File: config.mk
export PLATFORM = sky130hd
export DESIGN_NAME = celldelin_top
export DESIGN_NICKNAME = d
export VERILOG_FILES = /design/src/rtl/celldelin_pkg.sv /design/src/rtl/celldelin_window.sv /design/src/rtl/celldelin_lock.sv /design/src/rtl/celldelin_top.sv
export SDC_FILE = /design/constraint.sdc
export NUM_CORES = 1
export LEC_CHECK = 0
export BUFFER_PORTS_ARGS = -buffer_cell sky130_fd_sc_hd__buf_2
export CORE_ASPECT_RATIO = 0.9
export CORE_MARGIN = 2
export CORE_UTILIZATION = 54
export CTS_CLUSTER_DIAMETER = 30
export DETAILED_ROUTE_END_ITERATION = 16
export HOLD_SLACK_MARGIN = 0.03
export PLACE_DENSITY_LB_ADDON = 0.05
export SLEW_MARGIN = 5
export SYNTH_ARGS = -nofsm -noshare
export SYNTH_HDL_FRONTEND = slang
export SYNTH_HIERARCHICAL = 1
export SYNTH_SLANG_ARGS = --single-unit
File: constraint.sdc
create_clock -name clk -period 1.8 [get_ports clk]
set_input_delay 0.18 -clock clk [delete_from_list [all_inputs] [get_ports clk]]
set_output_delay 0.18 -clock clk [all_outputs]
set_load 0.03 [all_outputs]
File: src/rtl/celldelin_pkg.sv
package celldelin_pkg;

  localparam int OCT_BITS = 8;
  localparam logic [7:0] GEN_LOW = 8'h07;  // x^2 + x + 1, x^8 implied
  localparam logic [7:0] COSET_REM = 8'h55;

  typedef enum logic [1:0] {
    ST_HUNT = 2'd0,
    ST_PRE  = 2'd1,
    ST_SYNC = 2'd2
  } lock_st_e;

  // multiply a remainder by x, reduced by the generator
  function automatic logic [7:0] mul_x(input logic [7:0] r);
    return r[7] ? ({r[6:0], 1'b0} ^ GEN_LOW) : {r[6:0], 1'b0};
  endfunction

  // x^n reduced by the generator
  function automatic logic [7:0] x_pow(input int n);
    logic [7:0] r;
    r = 8'h01;
    for (int i = 0; i < n; i++) r = mul_x(r);
    return r;
  endfunction

  // shift one bit into the window and cancel the bit that leaves it
  function automatic logic [7:0] slide_fwd(input logic [7:0] r, input logic b_in,
                                           input logic b_out, input logic [7:0] drop);
    return mul_x(r) ^ {7'd0, b_in} ^ (b_out ? drop : 8'h00);
  endfunction

  // undo one forward slide: restore the leaving bit, then divide by x
  function automatic logic [7:0] slide_bwd(input logic [7:0] r, input logic b_in,
                                           input logic b_out, input logic [7:0] drop);
    logic [7:0] t;
    logic [7:0] u;
    t = r ^ {7'd0, b_in} ^ (b_out ? drop : 8'h00);
    u = t ^ GEN_LOW;
    return t[0] ? {1'b1, u[7:1]} : {1'b0, t[7:1]};
  endfunction

  function automatic logic [2:0] lowest_set(input logic [7:0] v);
    logic [2:0] idx;
    idx = 3'd0;
    for (int i = 7; i >= 0; i--) if (v[i]) idx = 3'(i);
    return idx;
  endfunction

endpackage

File: src/rtl/celldelin_window.sv
module celldelin_window
  import celldelin_pkg::*;
#(
  parameter int WIN_BITS = 40,
  parameter int FWD_TAPS = 4,
  parameter logic [7:0] MATCH_REM = COSET_REM
) (
  input  logic       clk,
  input  logic       rst,
  input  logic       in_vld,
  input  logic [7:0] in_octet,
  output logic [7:0] hec_ok,
  output logic       ok_vld
);

  localparam int SEQ_BITS = WIN_BITS + OCT_BITS;
  localparam logic [7:0] DROP_TERM = x_pow(WIN_BITS);

  logic [WIN_BITS-1:0] hist_q;
  logic [7:0]          bnd_rem_q;
  logic [SEQ_BITS-1:0] seq;
  logic [7:0]          rem [OCT_BITS];
  logic [7:0]          hit;

  assign seq = {hist_q, in_octet};

  // forward taps from the old boundary remainder, backward taps from the new one
  always_comb begin
    logic [7:0] cur;
    logic [7:0] back;
    for (int k = 0; k < OCT_BITS; k++) rem[k] = 8'h00;
    cur = bnd_rem_q;
    for (int i = 0; i < OCT_BITS; i++) begin
      cur = slide_fwd(cur, seq[OCT_BITS-1-i], seq[SEQ_BITS-1-i], DROP_TERM);
      if (i < FWD_TAPS) rem[i] = cur;
    end
    rem[OCT_BITS-1] = cur;
    back = cur;
    for (int k = OCT_BITS - 2; k >= FWD_TAPS; k--) begin
      back = slide_bwd(back, seq[OCT_BITS-2-k], seq[SEQ_BITS-2-k], DROP_TERM);
      rem[k] = back;
    end
  end

  always_comb begin
    for (int k = 0; k < OCT_BITS; k++) hit[k] = (rem[k] == MATCH_REM);
  end

  always_ff @(posedge clk) begin
    if (rst) begin
      hist_q    <= '0;
      bnd_rem_q <= 8'h00;
      hec_ok    <= 8'h00;
      ok_vld    <= 1'b0;
    end else begin
      ok_vld <= in_vld;
      hec_ok <= in_vld ? hit : 8'h00;
      if (in_vld) begin
        hist_q    <= seq[WIN_BITS-1:0];
        bnd_rem_q <= rem[OCT_BITS-1];
      end
    end
  end

endmodule

File: src/rtl/celldelin_lock.sv
module celldelin_lock
  import celldelin_pkg::*;
#(
  parameter int CELL_OCTETS = 53,
  parameter int CONFIRM_RUN = 6,
  parameter int MISS_RUN    = 7
) (
  input  logic       clk,
  input  logic       rst,
  input  logic       ok_vld,
  input  logic [7:0] hec_ok,
  output lock_st_e   state,
  output logic [2:0] ofs,
  output logic       strobe,
  output logic       ev_expect,
  output logic       ev_hit
);

  localparam int POS_W = $clog2(CELL_OCTETS);
  localparam int RUN_MAX = (CONFIRM_RUN > MISS_RUN) ? CONFIRM_RUN : MISS_RUN;
  localparam int RUN_W = $clog2(RUN_MAX + 1);
  localparam logic [POS_W-1:0] POS_LAST = POS_W'(CELL_OCTETS - 1);
  localparam logic [RUN_W-1:0] CONF_LAST = RUN_W'(CONFIRM_RUN - 1);
  localparam logic [RUN_W-1:0] MISS_LAST = RUN_W'(MISS_RUN - 1);

  logic [POS_W-1:0] pos_q;
  logic [RUN_W-1:0] run_q;

  assign ev_expect = ok_vld && (state != ST_HUNT) && (pos_q == POS_LAST);
  assign ev_hit    = hec_ok[ofs];

  always_ff @(posedge clk) begin
    if (rst) begin
      state  <= ST_HUNT;
      ofs    <= 3'd0;
      pos_q  <= '0;
      run_q  <= '0;
      strobe <= 1'b0;
    end else begin
      strobe <= 1'b0;
      if (ok_vld) begin
        if (state == ST_HUNT) begin
          if (|hec_ok) begin
            state <= ST_PRE;
            ofs   <= lowest_set(hec_ok);
            pos_q <= '0;
            run_q <= '0;
          end
        end else begin
          pos_q <= ev_expect ? '0 : pos_q + 1'b1;
          if (ev_expect) begin
            if (state == ST_PRE) begin
              if (!ev_hit) begin
                state <= ST_HUNT;
              end else if (run_q == CONF_LAST) begin
                state <= ST_SYNC;
                run_q <= '0;
              end else begin
                run_q <= run_q + 1'b1;
              end
            end else begin
              strobe <= 1'b1;
              if (ev_hit) begin
                run_q <= '0;
              end else if (run_q == MISS_LAST) begin
                state <= ST_HUNT;
              end else begin
                run_q <= run_q + 1'b1;
              end
            end
          end
        end
      end
    end
  end

endmodule

File: src/rtl/celldelin_top.sv
module celldelin_top
  import celldelin_pkg::*;
#(
  parameter int WIN_BITS    = 40,
  parameter int FWD_TAPS    = 4,
  parameter int CELL_OCTETS = 53,
  parameter int CONFIRM_RUN = 6,
  parameter int MISS_RUN    = 7
) (
  input  logic       clk,
  input  logic       rst,
  input  logic       in_vld,
  input  logic [7:0] in_octet,
  output logic [7:0] hec_ok,
  output logic       ok_vld,
  output logic [1:0] lock_state,
  output logic [2:0] lock_ofs,
  output logic       sync,
  output logic       cell_strobe
);

  lock_st_e st;
  logic     ev_expect;
  logic     ev_hit;

  celldelin_window #(
    .WIN_BITS (WIN_BITS),
    .FWD_TAPS (FWD_TAPS),
    .MATCH_REM(COSET_REM)
  ) u_win (
    .clk     (clk),
    .rst     (rst),
    .in_vld  (in_vld),
    .in_octet(in_octet),
    .hec_ok  (hec_ok),
    .ok_vld  (ok_vld)
  );

  celldelin_lock #(
    .CELL_OCTETS(CELL_OCTETS),
    .CONFIRM_RUN(CONFIRM_RUN),
    .MISS_RUN   (MISS_RUN)
  ) u_lock (
    .clk      (clk),
    .rst      (rst),
    .ok_vld   (ok_vld),
    .hec_ok   (hec_ok),
    .state    (st),
    .ofs      (lock_ofs),
    .strobe   (cell_strobe),
    .ev_expect(ev_expect),
    .ev_hit   (ev_hit)
  );

  assign lock_state = st;
  assign sync       = (st == ST_SYNC);

endmodule

==> out/metrics.cfg <==
[floorplan]
die-width_um = 92.82
core_region_area_mm2 = 0.006967
row_count = 29
num_io_pins = 27
die_area_mm2 = 0.007790
initial_utilization_pct = 55.03
die_height_um = 83.94

[cells_and_area]
final_layout_size_suffix_gt1_share_pct = 37.27
design_area_mm2 = 0.005122
regArea_mm2 = 0.001474
multi_input_area_mm2 = 0.002592
synthToLayoutAreaGrowth_pct = 33.62
num_antenna_cells = 0
nets = 494
nFillCells = 535
fin_util_pct = 73.53

[pwr]
leakage_nw = 2.180
powerDensity_mw_per_mm2 = 1172
p_seq_share_pct = 30.2
p_int_mw = 4.025
switching_share_pct = 32.96
finalPower_mw = 6.005
ir_worst_vdd_uv = 645.6
power_frac_clock_pct = 25.6
combPwrFrac_pct = 44.2
switching_power_mw = 1.979

[sta]
setup-tns-final_ps = -152.2
fmax_mhz = 534.0
whs_ps = 109.3
finalWorstSetupSlack_ps = -72.82
tightest_slew_ps = 659.6
drv_slew = 0
rsz0062_at_grt = yes
final-setup-viol-count = 5
finClkSkew_ps = 6.585
hold_viol = 0
fin_crit_sh_pct = 104.0
slew_headroom_pct = 56.02
period_needed_ps = 1873

[cts]
cts_hold_buf = 0
clock-sinks = 72
clock-root-buffer = clkbuf_8
worst_skew_pair.late_latency_ps = 340
clk_path_buf_depth = 2
cts_buffers = 9
h-tree-depth = 3
cts_tree = built
clk_pin_slew_worst_paths_ps = 70

[hold_path]
hold_path.class = in2reg

[drt]
drtIter0Drc = 103
wl_um = 8668
vias = 3049
vias_per_cell = 5.293
first_pass_iters = 4
drc_errors = 0
drtAntennaViolNets = 0
wl_per_cell_um = 15.05

[run_status]
failed_checks = negative setup slack
outcome = finished with violations

[job]
maxCapViolations = 0

[yosys]
netlist_instances = 398
synth_warnings = 6
synthesis.nets = 414
synthesis.area_mm2 = 0.003834
synth.avg_cell_area_um2 = 9.632

[global_routing]
antenna_found_initial = 0
grt_pass1_vias = 2863
grt_overflow = 0
grt_max_degree = 61
gr-usage-all-layers_pct = 22.84
grt_pass1_wl_um = 14030

[placement]
placed_area_mm2 = 0.004513
gp_congestion = 0.9032
portBuffers = 26
place_hpwl_um = 6040

[setup_path]
path_class = reg2reg
endpoint_kind = flop
startpoint_type = flop
arrival_ps = 2100
critPathMaxFanout = 6
required_ps = 2030

==> critical path, cell delays in order (launching register included) <==
cell and delay, ps:
dfxtp_4 390, buf_6 120, xor2_4 150, xnor3_2 330, xor2_4 180, xor2_1 190
and3_4 180, o221a_1 240
==> power by group through the flow <==
stage / Clock [mW] / Sequential (mW) / Combinational (mW)
2_1_floorplan: 0 / 1.80 / 1.44
3_3_place_gp: 0 / 1.82 / 2.16
3_5_place_dp: 0 / 1.82 / 2.21
4_1_cts: 1.59 / 1.79 / 2.40
5_1_grt: 1.65 / 1.82 / 2.84
6_report: 1.54 / 1.81 / 2.65
==> final cells by class <==
| class | count | area share [%] |
|---|---|---|
| Timing Repair Buffer | 94 | 12.82 |
| Multi-Input combinational cell | 292 | 50.61 |
| Inverter | 9 | 0.6595 |
| Clock inverter | 4 | 1.417 |
| Clock buffer | 12 | 3.444 |
| Sequential cell | 72 | 28.77 |
| Tap cell | 93 | 2.272 |
==> layout by cell type, fill, tap and decap left out, types with 7 or more instances in the layout <==
cell and instances:
dfxtp_2 8, nor2_1 72, xor2_1 13, nand2_1 12, xnor2_1 19, a211oi_2 7, buf_4 66, a21oi_1 8
inv_1 9, mux2i_1 47, nand4_1 7, dfxtp_1 58, clkbuf_8 11, buf_2 26
==> metrics by stage <==
stage / cells / setup WS [ps]
final: 576 / -72.82
after global routing: 576 / -120.9
after CTS: 573 / -67.45
after detailed placement: 554 / -237.9
after global placement: 554 / -199.9
after floorplan: 398 / -34.40
==> repair_timing <==
item / in CTS / in global routing
resized for setup: 22 / 37
setup endpoints to repair: 23 / 24
setup buffers: 3 / 4
pin swaps: 7 / 15
==> worst paths after layout <==
path | end | startpoint | slack, ps | depth (start not counted)
max reg2reg | u_win/hec_ok[7] | u_win/hist_q[39] | -70 | 7
min | u_win/hist_q[3] | in_octet[3] | 110 | 3
min reg2reg | u_win/hist_q[19] | u_win/hist_q[19] | 500 | 2
max | u_win/hec_ok[7] | u_win/hist_q[39] | -70 | 7
==> state kept, by name, summed over array words and instances, names as in the netlist <==
| register | flops |
|---|---|
| u_win/hec_ok | 8 |
| u_win/ok_vld | 1 |
| u_lock/ofs | 3 |
| u_lock/strobe | 1 |
| u_lock/pos_q | 6 |
| u_lock/run_q | 3 |
| u_win/hist_q | 40 |
| u_win/bnd_rem_q | 8 |
| u_lock/state | 2 |
==> metal layers <==
metal	global-route usage, %	wire (um)	share of wire (%)	vias to the layer above
met5	0	0	0	-
met4	8.155	200	2.3	0
met3	4.697	309	3.6	18
met2	35.70	4078	47	70
met1	31.36	4080	47	1431
li1	-	-	-	1530
(Power assumes the default switching activity.)
